## src/rtl/vs_shadow_bank_pkg.sv

```systemverilog
package vs_shadow_bank_pkg;
  typedef enum logic [1:0] {
    FLD_START  = 2'd0,
    FLD_POS    = 2'd1,
    FLD_ENABLE = 2'd2,
    FLD_RSVD   = 2'd3
  } fld_e;
endpackage

```

## src/rtl/vs_win_regs.sv

```systemverilog
module vs_win_regs #(
  parameter int AW = 32,
  parameter int CW = 12,
  localparam int PW = 2 * CW
) (
  input  logic          clk,
  input  logic          rst_n,
  input  logic          load,
  input  logic          wr_start,
  input  logic          wr_pos,
  input  logic          wr_ena,
  input  logic [AW-1:0] wdata,
  input  logic          chan_pend,
  output logic [AW-1:0] pend_start,
  output logic [AW-1:0] act_start,
  output logic [PW-1:0] act_pos,
  output logic          act_ena,
  output logic          act_chan,
  output logic          flip
);
  logic [AW-1:0] pstart_q, pstart_d, astart_q, astart_d;
  logic [PW-1:0] ppos_q, ppos_d, apos_q, apos_d;
  logic          pena_q, pena_d, aena_q, aena_d;
  logic          achan_q, achan_d;
  logic          flip_q, flip_d;

  // next state: active copy takes the pre-write pending value
  always_comb begin
    pstart_d = pstart_q;
    ppos_d   = ppos_q;
    pena_d   = pena_q;
    if (wr_start) pstart_d = wdata;
    if (wr_pos)   ppos_d   = wdata[PW-1:0];
    if (wr_ena)   pena_d   = wdata[0];

    astart_d = astart_q;
    apos_d   = apos_q;
    aena_d   = aena_q;
    achan_d  = achan_q;
    flip_d   = 1'b0;
    if (load) begin
      astart_d = pstart_q;
      apos_d   = ppos_q;
      aena_d   = pena_q;
      achan_d  = chan_pend;
      flip_d   = (pstart_q != astart_q);
    end
  end

  always_ff @(posedge clk or negedge rst_n) begin
    if (!rst_n) begin
      pstart_q <= '0;
      ppos_q   <= '0;
      pena_q   <= 1'b0;
      astart_q <= '0;
      apos_q   <= '0;
      aena_q   <= 1'b0;
      achan_q  <= 1'b0;
      flip_q   <= 1'b0;
    end else begin
      pstart_q <= pstart_d;
      ppos_q   <= ppos_d;
      pena_q   <= pena_d;
      astart_q <= astart_d;
      apos_q   <= apos_d;
      aena_q   <= aena_d;
      achan_q  <= achan_d;
      flip_q   <= flip_d;
    end
  end

  assign pend_start = pstart_q;
  assign act_start  = astart_q;
  assign act_pos    = apos_q;
  assign act_ena    = aena_q;
  assign act_chan   = achan_q;
  assign flip       = flip_q;
endmodule

```

## src/rtl/vs_ctl_regs.sv

```systemverilog
module vs_ctl_regs #(
  parameter int NWIN = 5
) (
  input  logic              clk,
  input  logic              rst_n,
  input  logic              vsync,
  input  logic              ctl_we,
  input  logic [2*NWIN-1:0] ctl_wdata,
  input  logic              vid_we,
  input  logic              vid_wdata,
  output logic [NWIN-1:0]   chan_pend,
  output logic [NWIN-1:0]   prot,
  output logic              vid_pend,
  output logic              vid_act
);
  logic [NWIN-1:0] chan_q, chan_d, prot_q, prot_d;
  logic            vp_q, vp_d, va_q, va_d;

  always_comb begin
    chan_d = chan_q;
    prot_d = prot_q;
    vp_d   = vp_q;
    va_d   = va_q;
    if (ctl_we) begin
      chan_d = ctl_wdata[NWIN-1:0];
      prot_d = ctl_wdata[2*NWIN-1:NWIN];
    end
    if (vid_we) vp_d = vid_wdata;
    if (vsync)  va_d = vp_q;
  end

  always_ff @(posedge clk or negedge rst_n) begin
    if (!rst_n) begin
      chan_q <= '0;
      prot_q <= '0;
      vp_q   <= 1'b0;
      va_q   <= 1'b0;
    end else begin
      chan_q <= chan_d;
      prot_q <= prot_d;
      vp_q   <= vp_d;
      va_q   <= va_d;
    end
  end

  assign chan_pend = chan_q;
  assign prot      = prot_q;
  assign vid_pend  = vp_q;
  assign vid_act   = va_q;
endmodule

```

## src/rtl/vs_shadow_bank.sv

```systemverilog
module vs_shadow_bank
  import vs_shadow_bank_pkg::*;
#(
  parameter int NWIN = 5,
  parameter int AW   = 32,
  parameter int CW   = 12,
  localparam int WIN_W = (NWIN > 1) ? $clog2(NWIN) : 1,
  localparam int PW    = 2 * CW
) (
  input  logic                 clk,
  input  logic                 rst_n,
  input  logic                 vsync,
  input  logic                 cfg_we,
  input  logic [WIN_W-1:0]     cfg_win,
  input  logic [1:0]           cfg_sel,
  input  logic [AW-1:0]        cfg_wdata,
  input  logic                 ctl_we,
  input  logic [2*NWIN-1:0]    ctl_wdata,
  input  logic                 vid_we,
  input  logic                 vid_wdata,
  input  logic [WIN_W-1:0]     rd_win,
  output logic [AW-1:0]        rd_pend_addr,
  output logic [AW-1:0]        rd_act_addr,
  output logic [NWIN*AW-1:0]   act_start,
  output logic [NWIN*PW-1:0]   act_pos,
  output logic [NWIN-1:0]      act_win_en,
  output logic [NWIN-1:0]      act_chan_en,
  output logic                 act_vid_en,
  output logic [NWIN-1:0]      flip_done
);
  fld_e              fld;
  logic [NWIN-1:0]   chan_pend;
  logic [NWIN-1:0]   prot;
  logic              vid_pend;
  logic [NWIN*AW-1:0] pend_start;

  assign fld = fld_e'(cfg_sel);

  vs_ctl_regs #(.NWIN(NWIN)) u_ctl (
    .clk       (clk),
    .rst_n     (rst_n),
    .vsync     (vsync),
    .ctl_we    (ctl_we),
    .ctl_wdata (ctl_wdata),
    .vid_we    (vid_we),
    .vid_wdata (vid_wdata),
    .chan_pend (chan_pend),
    .prot      (prot),
    .vid_pend  (vid_pend),
    .vid_act   (act_vid_en)
  );

  for (genvar w = 0; w < NWIN; w++) begin : g_win
    logic hit;
    assign hit = cfg_we && (cfg_win == WIN_W'(w));

    vs_win_regs #(.AW(AW), .CW(CW)) u_win (
      .clk        (clk),
      .rst_n      (rst_n),
      .load       (vsync && !prot[w]),
      .wr_start   (hit && (fld == FLD_START)),
      .wr_pos     (hit && (fld == FLD_POS)),
      .wr_ena     (hit && (fld == FLD_ENABLE)),
      .wdata      (cfg_wdata),
      .chan_pend  (chan_pend[w]),
      .pend_start (pend_start[w*AW +: AW]),
      .act_start  (act_start[w*AW +: AW]),
      .act_pos    (act_pos[w*PW +: PW]),
      .act_ena    (act_win_en[w]),
      .act_chan   (act_chan_en[w]),
      .flip       (flip_done[w])
    );
  end

  always_comb begin
    rd_pend_addr = '0;
    rd_act_addr  = '0;
    for (int w = 0; w < NWIN; w++) begin
      if (rd_win == WIN_W'(w)) begin
        rd_pend_addr = pend_start[w*AW +: AW];
        rd_act_addr  = act_start[w*AW +: AW];
      end
    end
  end
endmodule

```

## config.mk

```make
export PLATFORM = sky130hd
export DESIGN_NAME = vs_shadow_bank
export DESIGN_NICKNAME = d
export VERILOG_FILES = /design/src/rtl/vs_shadow_bank_pkg.sv /design/src/rtl/vs_win_regs.sv /design/src/rtl/vs_ctl_regs.sv /design/src/rtl/vs_shadow_bank.sv
export SDC_FILE = /design/constraint.sdc
export NUM_CORES = 1
export LEC_CHECK = 0
export BUFFER_PORTS_ARGS = -buffer_cell sky130_fd_sc_hd__buf_2
export CORE_MARGIN = 10
export CORE_UTILIZATION = 54
export DETAILED_ROUTE_END_ITERATION = 12
export HOLD_SLACK_MARGIN = 0.08
export PLACE_DENSITY = 0.88
export SKIP_LAST_GASP = 1
export SLEW_MARGIN = 20
export SYNTH_ARGS = -nofsm -noshare
export SYNTH_HDL_FRONTEND = slang
export SYNTH_SLANG_ARGS = --single-unit
```

## constraint.sdc

```tcl
create_clock -name clk -period 2.5 [get_ports clk]
set_clock_uncertainty 0.05 [all_clocks]
set_input_delay 0.625 -clock clk [delete_from_list [all_inputs] [get_ports clk]]
set_output_delay 0.625 -clock clk [all_outputs]
set_load 0.01 [all_outputs]
```

==> results of run 1 <==
[cell families (layout without fill, tap and decap cells)]
| family | Yosys count | in the layout | share of synthesized area |
|---|---|---|---|
| simple gates | 147 | 147 | 0.0292 |
| xor+xnor | 160 | 160 | 0.0534 |
| buf+inv | 162 | 758 | 0.0310 |
| other cells | 0 | 2 | 0 |
| compound gates | 163 | 163 | 0.0378 |
| mux | 651 | 651 | 0.284 |
| flops | 592 | 592 | 0.564 |
[flip-flops by register name, indices dropped and copies added, names as in the netlist, 5 cells and up]
| register | count |
|---|---|
| g_win.u_win.flip | 5 |
| g_win.u_win.ppos_q | 120 |
| g_win.u_win.pend_start | 160 |
| g_win.u_win.act_ena | 5 |
| u_ctl.prot | 5 |
| g_win.u_win.act_chan | 5 |
| u_ctl.chan_pend | 5 |
| g_win.u_win.act_start | 160 |
| g_win.u_win.pena_q | 5 |
| g_win.u_win.act_pos | 120 |
[power groups by stage]
stage / logic (mW) / clock network (mW) / registers [mW]
floorplan: 4.34 / 0 / 14.3
global placement: 8.67 / 0 / 14.2
detailed placement: 8.91 / 0 / 14.4
CTS: 9.83 / 9.15 / 14.1
global route: 10.8 / 9.55 / 14.5
finish: 10.3 / 9.11 / 14.3
[cells in the final DEF, fill, tap and decap left out, drive strengths merged, types with 17 or more instances in the layout]
cell type	Yosys	layout
o22ai	47	47
xnor2	160	160
a22oi	47	47
clkbuf	28	89
mux2	587	587
mux4	17	17
nand2	30	30
inv	17	17
a21oi	52	52
o21ai	17	17
mux2i	47	47
nand4	42	42
nor2	48	48
buf	117	634
dfrtp	592	592
[cell type report]
| type | instances | share of cell area |
|---|---|---|
| diodes | 2 | 0.000150 |
| clock buffers | 88 | 0.0545 |
| clock inverters | 17 | 0.00517 |
| inverters | 17 | 0.00191 |
| multi-input cells | 1121 | 0.338 |
| flip-flops and latches | 592 | 0.445 |
| well taps | 615 | 0.0230 |
| repair buffers | 636 | 0.133 |
[worst max-delay path by stage]
stage | from | endpoint | slack, ns
after floorplan | rd_win[0] | rd_pend_addr[26] | 0.1
after global placement | rd_win[0] | rd_pend_addr[31] | -0.18
after detailed placement | rd_win[0] | rd_pend_addr[31] | -0.20
after CTS | g_win[0].u_win.pend_start[31] | rd_pend_addr[31] | -0.09
after global routing | g_win[0].u_win.pend_start[14] | rd_pend_addr[14] | -0.14
final | g_win[0].u_win.pend_start[14] | rd_pend_addr[14] | -0.11
[per-layer routing]
layer / vias to the layer above / global-route usage / part of all wire
met4: 0 / 0.162 / 0.059
li1: 7806 / - / -
met3: 298 / 0.0946 / 0.11
met5: - / 0 / 0
met1: 10000 / 0.386 / 0.37
met2: 1190 / 0.488 / 0.47
[stage by stage]
stage | utilization | setup TNS, ns | setup slack, ns | instances
after CTS | 0.683 | -0.318 | -0.0936 | 3069
after detailed placement | 0.621 | -5.20 | -0.196 | 2883
after global placement | 0.621 | -4.38 | -0.183 | 2883
after global routing | 0.696 | -1.89 | -0.137 | 3088
final | 0.696 | -1.25 | -0.108 | 3088
after floorplan | - | 0 | 0.0968 | 1875
[worst max-delay path: stages (launching register included)]
cell and delay [ns]:
dfrtp_1 0.42, mux2i_1 0.18, nor2_1 0.10, a21oi_2 0.25
o22ai_2 0.19, buf_2 0.17
[what timing repair did]
item / in CTS / in global routing
setup buffers: 84 / 24
endpoints found under the setup margin: 62 / 55
pin swaps: 4 / 25
hold buffers: 1 / 0
endpoints found under the hold margin: 29 / 0
gates cloned: 2 / 1
gates resized for setup: 104 / 122
==> flow_metrics.tcl, run 1 <==
set metrics [dict create \
    synth_ff_type "dfrtp_1" \
    final.min_clock_period_ns 2.61 \
    vias 19300 \
    synth_cell_types 30 \
    violations "negative setup slack" \
    drtIter0Drc 1851 \
    antenna_found_initial 4 \
    worstRegToRegCells 5 \
    critPathCaptureType "output port" \
    status "finished, violations left" \
    power.density_nw_per_um2 1010 \
    ant_nets 0 \
    rsz0062_at_grt "true" \
    yosys-top-cells-count "dfrtp_1 (592), mux2_2 (581), xnor2_1 (160)" \
    p_int_mw 22.3 \
    synth_most_common_cell "dfrtp_1" \
    p_switching_mw 11.4 \
    first_global_vias 20100 \
    reg2reg_setup_slack_ns 0.29 \
    clk_latency_ns 0.62 \
    maxSlewViolCount 0 \
    drt_wl_total_um 93100 \
    seqPwrFrac 0.424 \
    cts_sinks 592 \
    max_cap_viol_count 0 \
    min_period_over_period 1.04 \
    tightest_slew_ns 0.682 \
    die_w_um 240 \
    ys_seq_elements 592 \
    grt_usage 0.312 \
    grt_pass1_wl_um 134000 \
    r2r_start "g_win[2].u_win.pend_start[26]" \
    drtPass1Iterations 6 \
    synth_area_leaders "dfrtp_1 (56%), mux2_2 (25%), xnor2_1 (5.3%)" \
    multi_input_area_um2 11300 \
    min_from "ctl_wdata[0]" \
    switching_share 0.340 \
    synth_cells 1875 \
    syn-num-nets 1932 \
    fmaxAchievable_mhz 383 \
    cp-start-kind "register" \
    max_slew_margin 0.542 \
    crit_type "reg2out" \
    hold_depth 2 \
    cts.reportedPaths.clkPinSlew_ns 0.06 \
    core_um2 47900 \
    synth-edff-count 0 \
    place_congestion 0.980 \
    placed_cell_area_um2 29800 \
    port_buffers 416 \
    drt-wirelength-per-cell_um 30.1 \
    hold_violations 0 \
    yosysTopAreaCell "dfrtp_1" \
    whs_ns 0.186 \
    worstHoldPathType "in2reg" \
    combPwrFrac 0.306 \
    required_ns 1.82 \
    cts_tree "yes" \
    cts_buffers 60 \
    layout_setup_ws_ns -0.108 \
    power.share.clock 0.270 \
    cts_htree_levels 2 \
    totalPowerFinal_mw 33.7 \
    arrival_ns 1.93 \
    leakage_nw 15.9 \
    ir_drop_uv 654 \
    holdPathEnd "u_ctl.chan_pend[0]" \
    fp-row-count 80 \
    yosysWarnings 0 \
    timing.rr.end "g_win[2].u_win.flip" \
    drive_gt1_frac 0.601 \
    drt-vias-per-instance 6.25 \
    die_y_um 240 \
    crit_fanout 4 \
    nets 2485 \
    gr-total-overflow 0 \
    hpwl_um 64600 \
    postLayoutCellArea_um2 33400 \
    synth.avg_cell_area_um2 14.0 \
    seq_area_frac_synth 0.564 \
    grt_max_degree 71 \
    setup_violations 34 \
    clockBufferDepth 3 \
    drc 0 \
    die-area_um2 57800 \
    clockRootBuffer "clkbuf_16" \
    synth_top_area_share 0.564 \
    num-fill-cells 2916 \
    design.portCount 417 \
    async_flop_share 1.00 \
    syn_to_final_growth_pct 27.2 \
    start_util 0.548 \
    syn-cell-area_um2 26300 \
    seq_area_um2 14800 \
]
No activity file was read; power rests on OpenSTA's default activity.
==> inputs of run 2 (changes only) <==
--- a/config.mk
+++ b/config.mk
@@ -6,11 +6,13 @@
 export NUM_CORES = 1
 export LEC_CHECK = 0
 export BUFFER_PORTS_ARGS = -buffer_cell sky130_fd_sc_hd__buf_2
+export CAP_MARGIN = 20
 export CORE_MARGIN = 10
-export CORE_UTILIZATION = 54
+export CORE_UTILIZATION = 51
 export DETAILED_ROUTE_END_ITERATION = 12
 export HOLD_SLACK_MARGIN = 0.08
-export PLACE_DENSITY = 0.88
+export PLACE_DENSITY = 0.87
+export SKIP_CTS_REPAIR_TIMING = 1
 export SKIP_LAST_GASP = 1
 export SLEW_MARGIN = 20
 export SYNTH_ARGS = -nofsm -noshare
==> constraint.sdc (replaced) <==
create_clock -name clk -period 2.2 [get_ports clk]
set_clock_uncertainty 0.05 [all_clocks]
set_input_delay 0.55 -clock clk [delete_from_list [all_inputs] [get_ports clk]]
set_output_delay 0.55 -clock clk [all_outputs]
set_load 0.01 [all_outputs]
==> run 2 against run 1 <==
The flow still finishes with violations (negative setup slack). Cell area up 0.87%. Flip-flop and latch count is the same. Final cell count grew 3.8%. Die area increased by 5.4%. Largest cell class unchanged. Power increased by 14%. Utilization fell by 3.7 points. Worst setup slack lost 0.25 ns. Global-route usage down 3.5 points. Critical path depth decreased by 1. Clock-buffer cell count decreased by 1. Clock power up 14%. Via count increased by 0.14%.
==> flow_metrics.tcl, run 2 (synthesis results as in run 1) <==
set metrics [dict create \
    leakage_nw 16.1 \
    status "finished, violations left" \
    layout_commonest_cell "mux2_2" \
    worstRegToRegCells 6 \
    grt_pass1_wl_um 127000 \
    grt_max_degree 71 \
    postLayoutCellArea_um2 33700 \
    drt-vias-per-instance 6.03 \
    worstHoldPathType "in2reg" \
    nets 2530 \
    placed_cells 2946 \
    cts.reportedPaths.clkPinSlew_ns 0.06 \
    seq_area_um2 14900 \
    tightest_slew_ns 0.574 \
    drtPass1Iterations 5 \
    clockBufferDepth 3 \
    layout_setup_ws_ns -0.356 \
    final_cells 3205 \
    cts_sinks 592 \
    vias 19300 \
    fmaxAchievable_mhz 391 \
    cp-start-kind "register" \
    hold_violations 0 \
    drc 0 \
    rsz0062_at_grt "true" \
    final_cell_mix "mux2_2 (581), dfrtp_1 (547), buf_2 (406)" \
    fp-row-count 83 \
    clk_latency_ns 0.63 \
    cts_buffers 60 \
    drt_wl_total_um 91400 \
    num-fill-cells 3467 \
    critPathCaptureType "output port" \
    placed_cell_area_um2 29900 \
    min_from "ctl_wdata[9]" \
    grtUsageMet2 0.440 \
    port_buffers 416 \
    setup_tns_ns -12.74 \
    cp-startpoint "g_win[3].u_win.pend_start[5]" \
    hold_depth 2 \
    cts_tree "yes" \
    hpwl_um 63200 \
    multi_input_area_um2 11000 \
    critPathMaxStageDelay_ns 0.54 \
    holdPathEnd "u_ctl.prot[4]" \
    cpLargestDelayFamily "multiplexers" \
    crit_type "reg2out" \
    drive_gt1_frac 0.599 \
    grt_usage 0.277 \
    final.min_clock_period_ns 2.56 \
    use_met1 0.346 \
    die_y_um 247 \
    cts_htree_levels 2 \
    busiest_layer "met2" \
    antenna_found_initial 6 \
    die_w_um 247 \
    drt-wirelength-per-cell_um 28.5 \
    reg2reg_setup_slack_ns 0.01 \
    min_period_over_period 1.16 \
    final_util 0.659 \
    violations "negative setup slack" \
    cp_cell_sequence "mux4_2, inv_2, o21ai_2, buf_2" \
    gr-total-overflow 0 \
    die-area_um2 60900 \
    met3_usage 0.0790 \
    crit_buf_inv 2 \
    ir_drop_uv 930 \
    start_util 0.514 \
    place_congestion 0.981 \
    ant_nets 0 \
    max_slew_margin 0.614 \
    clockRootBuffer "clkbuf_16" \
    design.portCount 417 \
    first_global_vias 19300 \
    slowest_stage "mux4_2" \
    arrival_ns 1.96 \
    required_ns 1.60 \
    max_cap_viol_count 0 \
    power.density_nw_per_um2 1140 \
    timing.rr.end "g_win[1].u_win.flip" \
    drtIter0Drc 1796 \
    maxSlewViolCount 0 \
    setup_violations 64 \
    r2r_start "g_win[1].u_win.act_start[26]" \
    core_um2 51100 \
    syn_to_final_growth_pct 28.3 \
    crit_fanout 4 \
]
## run 2: area by class of cell
cell class	instances	area share
antenna	4	0.000297
clock buffer	87	0.0512
clock inverter	23	0.00788
inverter	17	0.00189
multi-input combinational	1121	0.327
sequential	592	0.442
tap	680	0.0253
timing repair buffer	681	0.145
## run 2: worst max-delay path by stage
stage,to,slack (ns),cells after the start
global placement,rd_act_addr[17],-0.36,6
global route,rd_pend_addr[5],-0.36,4
finish,rd_pend_addr[5],-0.36,4
detailed placement,rd_act_addr[17],-0.39,6
CTS,rd_act_addr[26],-0.45,5
floorplan,rd_act_addr[18],0.002,5
## run 2: power by group
| part | internal [mW] | total [mW] | leakage, nW | switching, mW |
|---|---|---|---|---|
| clock network | 6.02 | 10.4 | 0.983 | 4.42 |
| logic | 5.85 | 11.6 | 7.62 | 5.71 |
| registers | 13.6 | 16.3 | 7.51 | 2.71 |
| total | 25.4 | 38.3 | 16.1 | 12.8 |
## run 2: metal layers
layer	wire length, um	part of all wire	up-vias
met5	13	0.00014	-
met4	4980	0.055	2
met3	9150	0.10	290
met2	43300	0.47	1177
met1	34000	0.37	9966
li1	-	-	7893
## run 2: through the flow
step                      worst slack, ns  hold slack [ns]  total power [mW]
after global routing               -0.358            0.102              39.6
after CTS                          -0.446           -0.187              36.8
after floorplan                   0.00198            0.204              21.2
after detailed placement           -0.392            0.425              26.3
final                              -0.356            0.114              38.3
after global placement             -0.357            0.415              25.9
